$ cat config.mk
export PLATFORM = sky130hd
export DESIGN_NAME = irq_dispatch
export DESIGN_NICKNAME = d
export VERILOG_FILES = /design/src/rtl/irq_disp_pkg.sv /design/src/rtl/irq_take_gate.sv /design/src/rtl/irq_vec_map.sv /design/src/rtl/irq_state_regs.sv /design/src/rtl/irq_dispatch.sv
export SDC_FILE = /design/constraint.sdc
export NUM_CORES = 1
export LEC_CHECK = 0
export ABC_AREA = 1
export BUFFER_PORTS_ARGS = -buffer_cell sky130_fd_sc_hd__buf_2
export CAP_MARGIN = 20
export CELL_PAD_IN_SITES_DETAIL_PLACEMENT = 1
export CELL_PAD_IN_SITES_GLOBAL_PLACEMENT = 1
export CORE_AREA = 2 2 287 289
export CTS_CLUSTER_DIAMETER = 60
export DETAILED_ROUTE_END_ITERATION = 12
export DIE_AREA = 0 0 289 291
export GPL_ROUTABILITY_DRIVEN = 0
export PLACE_DENSITY = 0.6
export SYNTH_ARGS = -nofsm -noshare
export SYNTH_HDL_FRONTEND = slang
export SYNTH_SLANG_ARGS = --single-unit
$ cat constraint.sdc
create_clock -name clk -period 3.8 [get_ports clk]
set_input_delay 0.57 -clock clk [delete_from_list [all_inputs] [get_ports clk]]
set_output_delay 0.57 -clock clk [all_outputs]
set_load 0.005 [all_outputs]
$ cat src/rtl/irq_disp_pkg.sv
package irq_disp_pkg;
   typedef enum logic [1:0] {
      VK_HILVL  = 2'd0,
      VK_KERNEL = 2'd1,
      VK_USER   = 2'd2,
      VK_DOUBLE = 2'd3
   } vec_kind_e;

   localparam int LVL_W    = 4;
   localparam int PS_EXCM  = 4;
   localparam int PS_UM    = 5;
   localparam int CAUSE_W  = 6;
   localparam logic [CAUSE_W-1:0] CAUSE_LVL1_IRQ = 6'd4;
endpackage

$ cat src/rtl/irq_take_gate.sv
module irq_take_gate
   import irq_disp_pkg::*;
#(
   parameter int NUM_INTS   = 16,
   parameter int NUM_LEVELS = 6
) (
   input  logic [LVL_W-1:0]                   lvl_i,
   input  logic [LVL_W-1:0]                   cur_lvl_i,
   input  logic [(NUM_LEVELS+1)*NUM_INTS-1:0] lmask_i,
   input  logic [NUM_INTS-1:0]                iset_i,
   input  logic [NUM_INTS-1:0]                ien_i,
   output logic                               take_o
);
   logic [NUM_INTS-1:0] sel_mask;
   logic                in_range;
   logic                above_cur;
   logic                unused_lvl0;

   // slice 0 of the table has no meaning: level 0 is never taken
   assign unused_lvl0 = ^lmask_i[NUM_INTS-1:0];

   always_comb begin
      sel_mask = '0;
      for (int l = 1; l <= NUM_LEVELS; l++) begin
         if (lvl_i == LVL_W'(l)) sel_mask = lmask_i[l*NUM_INTS +: NUM_INTS];
      end
   end

   assign in_range  = (lvl_i != '0) && (lvl_i <= LVL_W'(NUM_LEVELS));
   assign above_cur = lvl_i > cur_lvl_i;
   assign take_o    = in_range && above_cur && |(sel_mask & iset_i & ien_i);
endmodule

$ cat src/rtl/irq_vec_map.sv
module irq_vec_map
   import irq_disp_pkg::*;
#(
   parameter int              XLEN         = 32,
   parameter bit              RELOC_EN     = 1'b1,
   parameter logic [XLEN-1:0] DEF_VBASE    = 32'h4000_0000,
   parameter logic [XLEN-1:0] LVL_VEC_BASE = 32'h4000_0100,
   parameter logic [XLEN-1:0] VEC_STRIDE   = 32'h0000_0020,
   parameter logic [XLEN-1:0] KERNEL_VEC   = 32'h4000_0300,
   parameter logic [XLEN-1:0] USER_VEC     = 32'h4000_0340,
   parameter logic [XLEN-1:0] DOUBLE_VEC   = 32'h4000_03C0
) (
   input  logic [LVL_W-1:0] lvl_i,
   input  logic             excm_i,
   input  logic             um_i,
   input  logic [XLEN-1:0]  vbase_i,
   output vec_kind_e        kind_o,
   output logic [XLEN-1:0]  target_o
);
   logic [XLEN-1:0] raw_vec;
   logic [XLEN-1:0] lvl_ext;

   assign lvl_ext = {{(XLEN-LVL_W){1'b0}}, lvl_i};

   always_comb begin
      if (lvl_i > LVL_W'(1)) begin
         kind_o  = VK_HILVL;
         raw_vec = LVL_VEC_BASE + lvl_ext * VEC_STRIDE;
      end else if (excm_i) begin
         kind_o  = VK_DOUBLE;
         raw_vec = DOUBLE_VEC;
      end else if (um_i) begin
         kind_o  = VK_USER;
         raw_vec = USER_VEC;
      end else begin
         kind_o  = VK_KERNEL;
         raw_vec = KERNEL_VEC;
      end
   end

   generate
      if (RELOC_EN) begin : g_reloc
         assign target_o = raw_vec - DEF_VBASE + vbase_i;
      end else begin : g_fixed
         logic unused_vbase;
         assign unused_vbase = ^vbase_i;
         assign target_o     = raw_vec;
      end
   endgenerate
endmodule

$ cat src/rtl/irq_state_regs.sv
module irq_state_regs
   import irq_disp_pkg::*;
#(
   parameter int XLEN       = 32,
   parameter int NUM_LEVELS = 6,
   parameter bit HAS_DEPC   = 1'b1
) (
   input  logic                       clk,
   input  logic                       rst_n,
   input  logic                       take_i,
   input  logic [LVL_W-1:0]           lvl_i,
   input  vec_kind_e                  kind_i,
   input  logic [XLEN-1:0]            target_i,
   input  logic [XLEN-1:0]            pc_i,
   input  logic                       ps_wr_i,
   input  logic [XLEN-1:0]            ps_wdata_i,
   output logic [XLEN-1:0]            ps_o,
   output logic [XLEN-1:0]            pc_o,
   output logic                       taken_o,
   output logic [1:0]                 kind_o,
   output logic [NUM_LEVELS*XLEN-1:0] epc_o,
   output logic [NUM_LEVELS*XLEN-1:0] eps_o,
   output logic [XLEN-1:0]            depc_o,
   output logic [CAUSE_W-1:0]         cause_o
);
   localparam bit DBL_TO_EPC1 = !HAS_DEPC;

   logic [XLEN-1:0]    ps_q;
   logic [XLEN-1:0]    pc_q;
   logic               taken_q;
   vec_kind_e          kind_q;
   logic [CAUSE_W-1:0] cause_q;
   logic [XLEN-1:0]    epc_q [1:NUM_LEVELS];
   logic [XLEN-1:0]    eps_q [2:NUM_LEVELS];
   logic               save_epc1;

   assign save_epc1 = (kind_i == VK_KERNEL) || (kind_i == VK_USER) ||
                      ((kind_i == VK_DOUBLE) && DBL_TO_EPC1);

   always_ff @(posedge clk or negedge rst_n) begin
      if (!rst_n) begin
         ps_q    <= '0;
         pc_q    <= '0;
         taken_q <= 1'b0;
         kind_q  <= VK_HILVL;
         cause_q <= '0;
         for (int l = 1; l <= NUM_LEVELS; l++) epc_q[l] <= '0;
         for (int l = 2; l <= NUM_LEVELS; l++) eps_q[l] <= '0;
      end else begin
         taken_q <= take_i;
         if (take_i) begin
            pc_q   <= target_i;
            kind_q <= kind_i;
            if (kind_i == VK_HILVL) begin
               for (int l = 2; l <= NUM_LEVELS; l++) begin
                  if (lvl_i == LVL_W'(l)) begin
                     epc_q[l] <= pc_i;
                     eps_q[l] <= ps_q;
                  end
               end
               ps_q <= {ps_q[XLEN-1:PS_EXCM+1], 1'b1, lvl_i};
            end else begin
               cause_q       <= CAUSE_LVL1_IRQ;
               ps_q[PS_EXCM] <= 1'b1;
               if (save_epc1) epc_q[1] <= pc_i;
            end
         end else if (ps_wr_i) begin
            ps_q <= ps_wdata_i;
         end
      end
   end

   generate
      if (HAS_DEPC) begin : g_depc
         logic [XLEN-1:0] depc_q;
         always_ff @(posedge clk or negedge rst_n) begin
            if (!rst_n)                              depc_q <= '0;
            else if (take_i && kind_i == VK_DOUBLE)  depc_q <= pc_i;
         end
         assign depc_o = depc_q;
      end else begin : g_no_depc
         assign depc_o = '0;
      end

      for (genvar l = 1; l <= NUM_LEVELS; l++) begin : g_flat
         assign epc_o[(l-1)*XLEN +: XLEN] = epc_q[l];
         if (l == 1) begin : g_eps_none
            assign eps_o[(l-1)*XLEN +: XLEN] = '0;
         end else begin : g_eps
            assign eps_o[(l-1)*XLEN +: XLEN] = eps_q[l];
         end
      end
   endgenerate

   assign ps_o    = ps_q;
   assign pc_o    = pc_q;
   assign taken_o = taken_q;
   assign kind_o  = kind_q;
   assign cause_o = cause_q;


   excm_after_take_chk: assert property (@(posedge clk) disable iff (!rst_n)
      take_i |=> ps_q[PS_EXCM]);


   hilvl_field_chk: assert property (@(posedge clk) disable iff (!rst_n)
      (take_i && kind_i == VK_HILVL) |=> ps_q[LVL_W-1:0] == $past(lvl_i));


   double_from_excm_chk: assert property (@(posedge clk) disable iff (!rst_n)
      (take_i && kind_i == VK_DOUBLE) |-> ps_q[PS_EXCM]);


   idle_hold_chk: assert property (@(posedge clk) disable iff (!rst_n)
      (!take_i && !ps_wr_i) |=> ($stable(ps_q) && $stable(pc_q) && $stable(cause_q)));


   write_drop_chk: assert property (@(posedge clk) disable iff (!rst_n)
      (take_i && ps_wr_i && kind_i == VK_HILVL) |=> ps_q[PS_EXCM]);
endmodule

$ cat src/rtl/irq_dispatch.sv
module irq_dispatch
   import irq_disp_pkg::*;
#(
   parameter int              XLEN         = 32,
   parameter int              NUM_INTS     = 16,
   parameter int              NUM_LEVELS   = 6,
   parameter bit              HAS_DEPC     = 1'b1,
   parameter bit              RELOC_EN     = 1'b1,
   parameter logic [XLEN-1:0] DEF_VBASE    = 32'h4000_0000,
   parameter logic [XLEN-1:0] LVL_VEC_BASE = 32'h4000_0100,
   parameter logic [XLEN-1:0] VEC_STRIDE   = 32'h0000_0020,
   parameter logic [XLEN-1:0] KERNEL_VEC   = 32'h4000_0300,
   parameter logic [XLEN-1:0] USER_VEC     = 32'h4000_0340,
   parameter logic [XLEN-1:0] DOUBLE_VEC   = 32'h4000_03C0
) (
   input  logic                               clk,
   input  logic                               rst_n,
   input  logic                               req_i,
   input  logic [3:0]                         lvl_i,
   input  logic [(NUM_LEVELS+1)*NUM_INTS-1:0] lmask_i,
   input  logic [NUM_INTS-1:0]                iset_i,
   input  logic [NUM_INTS-1:0]                ien_i,
   input  logic [XLEN-1:0]                    pc_i,
   input  logic [XLEN-1:0]                    vbase_i,
   input  logic                               ps_wr_i,
   input  logic [XLEN-1:0]                    ps_wdata_i,
   output logic                               taken_o,
   output logic [1:0]                         kind_o,
   output logic [XLEN-1:0]                    pc_o,
   output logic [XLEN-1:0]                    ps_o,
   output logic [NUM_LEVELS*XLEN-1:0]         epc_o,
   output logic [NUM_LEVELS*XLEN-1:0]         eps_o,
   output logic [XLEN-1:0]                    depc_o,
   output logic [5:0]                         cause_o
);
   generate
      if (NUM_LEVELS < 2 || NUM_LEVELS > 15) begin : g_bad_levels
         $error("irq_dispatch: NUM_LEVELS must lie in 2..15");
      end
      if (XLEN < PS_UM + 1) begin : g_bad_xlen
         $error("irq_dispatch: XLEN too narrow for the status word");
      end
      if (NUM_INTS < 1) begin : g_bad_ints
         $error("irq_dispatch: NUM_INTS must be at least 1");
      end
   endgenerate

   logic            gate_take;
   logic            take_w;
   vec_kind_e       kind_w;
   logic [XLEN-1:0] target_w;

   irq_take_gate #(
      .NUM_INTS   (NUM_INTS),
      .NUM_LEVELS (NUM_LEVELS)
   ) u_gate (
      .lvl_i     (lvl_i),
      .cur_lvl_i (ps_o[LVL_W-1:0]),
      .lmask_i   (lmask_i),
      .iset_i    (iset_i),
      .ien_i     (ien_i),
      .take_o    (gate_take)
   );

   assign take_w = req_i && gate_take;

   irq_vec_map #(
      .XLEN         (XLEN),
      .RELOC_EN     (RELOC_EN),
      .DEF_VBASE    (DEF_VBASE),
      .LVL_VEC_BASE (LVL_VEC_BASE),
      .VEC_STRIDE   (VEC_STRIDE),
      .KERNEL_VEC   (KERNEL_VEC),
      .USER_VEC     (USER_VEC),
      .DOUBLE_VEC   (DOUBLE_VEC)
   ) u_vec (
      .lvl_i    (lvl_i),
      .excm_i   (ps_o[PS_EXCM]),
      .um_i     (ps_o[PS_UM]),
      .vbase_i  (vbase_i),
      .kind_o   (kind_w),
      .target_o (target_w)
   );

   irq_state_regs #(
      .XLEN       (XLEN),
      .NUM_LEVELS (NUM_LEVELS),
      .HAS_DEPC   (HAS_DEPC)
   ) u_regs (
      .clk        (clk),
      .rst_n      (rst_n),
      .take_i     (take_w),
      .lvl_i      (lvl_i),
      .kind_i     (kind_w),
      .target_i   (target_w),
      .pc_i       (pc_i),
      .ps_wr_i    (ps_wr_i),
      .ps_wdata_i (ps_wdata_i),
      .ps_o       (ps_o),
      .pc_o       (pc_o),
      .taken_o    (taken_o),
      .kind_o     (kind_o),
      .epc_o      (epc_o),
      .eps_o      (eps_o),
      .depc_o     (depc_o),
      .cause_o    (cause_o)
   );


   taken_needs_req_chk: assert property (@(posedge clk) disable iff (!rst_n)
      taken_o |-> $past(req_i));


   range_gate_chk: assert property (@(posedge clk) disable iff (!rst_n)
      take_w |-> (lvl_i != 4'd0 && lvl_i <= 4'(NUM_LEVELS)));


   above_current_chk: assert property (@(posedge clk) disable iff (!rst_n)
      take_w |-> lvl_i > ps_o[LVL_W-1:0]);
endmodule

Yosys cells after proc, flatten, opt, wreduce, memory -nomap -nowiden

Index checks and enable logic that the tools add are counted.
Widths: inputs -> output; s select.

Register bits: 452
Input port bits: 248
Output and inout bits: 489
Word-level logic and storage cells: 73

$add $sub $neg: 3
Magnitude comparators: 3
Eq/ne operators: 10
Multiplexer cells: 15
Bitwise gates (word level): 4
Reduce and logical (&&, ||, !) cells: 19

Operator list:

| cell                   | count |
|---|---|
| $mux 16                | 6 |
| $mux 32                | 2 |
| $add 31x9->32 const A  | 1 |
| $add 32x32->32         | 1 |
| $and 16x16->16         | 2 |
| $sub 32x31->32 const B | 1 |
| $reduce_and 3->1       | 6 |
| $reduce_or 16->1       | 1 |
| $eq 4x3->1 const B     | 3 |
| $mux 5                 | 2 |
| $eq 4x2->1 const B     | 2 |
| $mux 7                 | 1 |
| $mux 2                 | 3 |
| $reduce_and 2->1       | 3 |
| $logic_and 1x1->1      | 5 |
| $eq 2x2->1 const B     | 2 |
| $eq 4x1->1 const B     | 1 |
| $gt 4x1->1 const B     | 1 |
| $gt 4x4->1             | 1 |
| $le 4x3->1 const B     | 1 |
| $mux 4                 | 1 |
| $reduce_bool 4->1      | 1 |
| $eq 2x1->1 const B     | 1 |
| $logic_not 2->1        | 1 |
| other kinds (4)        | 5 |

Longest topological paths before layout

Word-level depth: 14
Mapped depth: 21
Depth with buffers taken out: 18

Cells and area by module

Synthesis repeated with hierarchy kept, for this count alone.

Cells, all modules: 2466
Area, all modules: 20587.2 um2

Modules (own cells, without submodules):

| module         | instances | cells an instance | area each (um2) | seq. area each (um2) |
|---|---|---|---|---|
| irq_state_regs | 1         | 1987              | 18076.1         | 11310.8 |
| irq_take_gate  | 1         | 268               | 1411.4          | 0.0 |
| irq_vec_map    | 1         | 209               | 1092.3          | 0.0 |
| irq_dispatch   | 1         | 2                 | 7.5             | 0.0 |

Least setup slack after synthesis

No wires, ideal clock.

Kind: in2reg
Start: in lvl_i[3]
End: reg u_regs.pc_q[27], in the netlist u_regs.pc_o[27]
Setup time: 0.116 ns
Arrival time: 3.047 ns
Data required time: 3.684 ns
Setup slack: 0.636 ns
Stages on the path: 15
Buffers on the path: 1
Cell sequence: nor2_4 -> clkbuf_1 -> a21oi_1 -> fa_1 -> o21ai_0 -> nand2_1 -> a21oi_1 -> nand3_1 -> nor2_1 -> nand2_1 -> nor2_1 -> nand2_1 -> xnor2_1 -> nand2_1 -> nand2_1

Cells in the longest elaborated chain, start to end: 12
Elaborated cells on any way between the ends: 27
Those cells by class: 3 x add/sub; 3 x order compare; 6 x eq/ne; 7 x mux; 2 x bitwise; 6 x reduce/logical

Ends and longest elaborated chain:

| element                                                                | line                 | source |
|---|---|---|
| start: declaration                                                     | irq_dispatch.sv:19   | `input logic [3:0] lvl_i,` |
| parallel branches: the longest is 12 deep, another holds $add 31x9->32 | --                   |  |
| end signal: assignment                                                 | irq_state_regs.sv:52 | `pc_q <= target_i;` |
| end: declaration                                                       | irq_state_regs.sv:29 | `logic [XLEN-1:0] pc_q;` |

Several ways; the timed one is not identified.
A chain may end at the register's enable or synchronous reset.

Final worst setup path

Start: reg u_regs.ps_q[4], in the netlist u_regs.ps_o[4]
End: reg u_regs.pc_q[27], in the netlist u_regs.pc_o[27]

Cells in the longest elaborated chain, start to end: 4

Ends and longest elaborated chain:

| element                  | line                 | source |
|---|---|---|
| start: declaration       | irq_state_regs.sv:28 | `logic [XLEN-1:0] ps_q;` |
| start signal: assignment | irq_state_regs.sv:61 | `ps_q <= {ps_q[XLEN-1:PS_EXCM+1], 1'b1, lvl_i};` |
| start signal: assignment | irq_state_regs.sv:68 | `ps_q <= ps_wdata_i;` |
| $mux 32                  | irq_vec_map.sv:29    | `end else if (excm_i) begin` |
| $mux 32                  | irq_vec_map.sv:26    | `if (lvl_i > LVL_W'(1)) begin` |
| $sub 32x31->32           | irq_vec_map.sv:43    | `assign target_o = raw_vec - DEF_VBASE + vbase_i;` |
| $add 32x32->32           | irq_vec_map.sv:43    |  |

No other way between the ends.

==> flow_summary.json <==
{
  "outcome": "completed",
  "regArea_mm2": 0.0113,
  "post-synth-top-area-cell": "dfrtp_1",
  "yosys_warnings": 0,
  "area_delta_synth_final_pct": 32.1,
  "grt_max_degree": 89,
  "p_clk_share_pct": 40.5,
  "critical_path_class": "reg2reg",
  "antenna_found_initial": 8,
  "final_hold_viol_count": 0,
  "holdWs_ns": 0.171,
  "track_usage_pct": 20.9,
  "htree_levels": 2,
  "final_antenna_net_count": 0,
  "post_dp_cell_area_mm2": 0.0249,
  "avgSynthCellArea_um2": 8.40,
  "ys_seq_area_share_pct": 55.8,
  "hold_path_depth": 3,
  "fin_crit_sh_pct": 83.8,
  "postRouteWirelength_um": 89200,
  "end_kind": "flip-flop",
  "cts_sinks": 452,
  "skew_ns": 0.0329,
  "r2r-start": "u_regs.ps_o[4]",
  "relSlewSlack_pct": 26.7,
  "initial_core_util_pct": 25.0,
  "syn-instance-count": 2413,
  "comb_power_share_pct": 16.2,
  "path_clk_slew_ns": 0.06,
  "rr_endpoint": "u_regs.pc_o[27]",
  "rows": 105,
  "yosys-top-cells-area": "dfrtp_1, nand2_1, nand3_1",
  "die_area_mm2": 0.0841,
  "leakage_nw": 15.8,
  "coreArea_mm2": 0.0812,
  "gr-total-overflow": 0,
  "nNetsFinal": 3328,
  "hold_end": "u_regs.pc_o[2]",
  "startpoint_type": "flip-flop",
  "grt_pass1_vias": 20400,
  "ys_seq_elements": 452,
  "fillers": 9896,
  "drv_cap": 0,
  "stdcell_area_mm2": 0.0268,
  "chipHeight_um": 291,
  "p_switching_mw": 3.91,
  "syn_area_mm2": 0.0203,
  "worst-r2r-setup-slack_ns": 0.62,
  "firstDrtPassIters": 5,
  "io_buffers": 683,
  "clock_latency_ns": 0.61,
  "fin_setup_tns_ns": 0,
  "ff2ff_path_depth": 15,
  "cts_buffers": 55,
  "internal-power_mw": 9.46,
  "drtIter0Drc": 997,
  "synth_top_area_share_pct": 55.8,
  "ys_types": 38,
  "drive_gt1_share_pct": 27.9,
  "p_seq_share_pct": 43.3,
  "post-route-min-period_ns": 3.18,
  "power_density_mw_per_mm2": 500,
  "rsz0062_at_grt": "no",
  "vias": 19300,
  "clock-root-buffer": "clkbuf_16",
  "viasPerCell": 4.62,
  "timing.fmax_ghz": 0.314,
  "tritoncts": "done",
  "p_total_mw": 13.4,
  "detail_route.wl_per_cell_um": 21.3,
  "drc": 0,
  "multi_input_area_mm2": 0.00765,
  "hold_path.startpoint": "vbase_i[2]",
  "finalSetupViolations": 0,
  "die_w_um": 289,
  "io_pins": 737,
  "worstMarginPinSlew_ns": 1.10,
  "power_switching_share_pct": 29.3,
  "path_max_fanout": 5,
  "worstPathArrival_ns": 3.68,
  "worstHoldPathType": "in2reg",
  "slew_viol_final": 0,
  "peakVddDrop_v": 0.000317,
  "clock_path_buffers": 3,
  "grt_first_pass_wirelength_um": 133000,
  "critPathRequiredTime_ns": 4.30,
  "place.detailed.hpwl_um": 62100
}
## sequential cells by signal, summed over array words and instances (netlist names)
register	flops
u_regs.cause_o	1
u_regs.epc_o	192
u_regs.taken_o	1
u_regs.eps_o	160
u_regs.kind_o	2
u_regs.ps_o	32
u_regs.pc_o	32
u_regs.depc_o	32
## through the flow
stage	setup WS (ns)	instances	utilization (%)
6_report	0.617	4186	33.0
5_1_grt	0.264	4185	33.0
4_1_cts	0.489	4184	33.0
3_5_place_dp	0.258	4080	30.7
3_3_place_gp	0.259	4080	30.7
2_1_floorplan	0.636	2449	-
## power groups by stage
stage,sequential (mW),clock [mW],combinational (mW)
final,5.79,5.42,2.17
after global routing,5.87,5.77,2.43
after CTS,5.80,5.58,2.23
after detailed placement,5.87,0,2.23
after global placement,5.86,0,2.19
after floorplan,5.86,0,0.818
## cell usage in the layout, fill, tap and decap left out, types with 2 or more instances in the layout
| cell type | n |
|---|---|
| a21oi_1 | 10 |
| buf_12 | 26 |
| buf_2 | 682 |
| buf_4 | 44 |
| bufinv_16 | 5 |
| clkbuf_1 | 14 |
| clkbuf_16 | 55 |
| clkbuf_8 | 9 |
| clkinv_2 | 12 |
| clkinvlp_4 | 2 |
| conb_1 | 37 |
| dfrtp_1 | 452 |
| diode_2 | 2 |
| ha_1 | 10 |
| inv_1 | 75 |
| inv_2 | 3 |
| inv_6 | 6 |
| inv_8 | 2 |
| nand2_1 | 1070 |
| nand3_1 | 455 |
| nand3_2 | 2 |
| nand3_4 | 5 |
| nand3b_1 | 6 |
| nand4_1 | 4 |
| nor2_1 | 22 |
| nor2_4 | 6 |
| nor3_1 | 6 |
| o211ai_1 | 31 |
| o21ai_0 | 22 |
| o21ai_1 | 2 |
| o21bai_1 | 3 |
| xnor2_1 | 13 |
| xor2_1 | 6 |
## final cells by class
type / instances / share of cell area (%)
Timing Repair Buffer: 754 / 16.0
Clock inverter: 25 / 1.12
Antenna cell: 2 / 0.0187
Multi-Input combinational cell: 1724 / 28.6
Clock buffer: 78 / 5.80
Tap cell: 1070 / 5.00
Sequential cell: 452 / 42.3
Inverter: 81 / 1.17
## cell families after synthesis
kind of cell | count (synthesis) | synth area share [%]
and+or+nand+nor | 1584 | 33.1
DFF | 452 | 55.8
buffers and inverters | 273 | 7.16
AOI/OAI and AO/OA | 72 | 2.25
xor gates and xnor gates | 19 | 0.821
adders and majority gates | 12 | 0.778
other | 1 | 0.0185
## worst max-delay path by stage
| stage | from | to | slack (ns) | depth (start not counted) |
|---|---|---|---|---|
| 2_1_floorplan | lvl_i[3] | u_regs.pc_o[27] | 0.64 | 15 |
| 3_3_place_gp | lvl_i[1] | u_regs.ps_o[2] | 0.26 | 20 |
| 3_5_place_dp | lvl_i[1] | u_regs.pc_o[27] | 0.26 | 17 |
| 4_1_cts | u_regs.ps_o[4] | u_regs.pc_o[27] | 0.49 | 15 |
| 5_1_grt | u_regs.ps_o[4] | u_regs.pc_o[24] | 0.26 | 16 |
| 6_report | u_regs.ps_o[4] | u_regs.pc_o[27] | 0.62 | 15 |
## cell usage after synthesis
cell type,count
nand2_1,1070
nand3_1,455
dfrtp_1,452
inv_1,76
buf_4,71
buf_2,56
buf_1,31
o211ai_1,31
nor2_1,23
clkbuf_1,22
o21ai_0,22
xnor2_1,13
buf_6,12
ha_1,11
a21oi_1,10
nor3_1,7
nand3b_1,6
xor2_1,6
inv_2,5
nand3_4,5
nor2_4,5
nand4_1,4
o21bai_1,3
nand3_2,2
o21ai_1,2
a31oi_1,1
conb_1,1
fa_1,1
nand2_2,1
nand3b_2,1
nor2_2,1
nor2_8,1
nor3b_1,1
nor4_1,1
o21a_1,1
o21ai_2,1
o31ai_1,1
or2_2,1
## critical path, stage by stage, from the launching register on
cell	delay [ns]
dfrtp_1	0.62
nor2_1	0.14
inv_1	0.07
a21oi_1	0.11
fa_1	0.45
o21ai_0	0.33
nand2_1	0.08
a21oi_1	0.23
nand3_1	0.13
nor2_1	0.17
nand2_1	0.12
nor2_1	0.29
nand2_1	0.11
xnor2_1	0.14
nand2_1	0.05
nand2_1	0.05
## per-layer routing
layer	global-route usage, %	wire, um
met1	26.0	36800
met4	6.75	3180
met3	5.16	6600
met5	0	41
met2	35.1	42500
## timing repair
item                                   CTS  global route
resized for setup                        0             0
buffers inserted                         0             0
hold buffers                             1             0
endpoints found under the hold margin   12             0
Note: power is estimated with default switching activity, not from simulation.
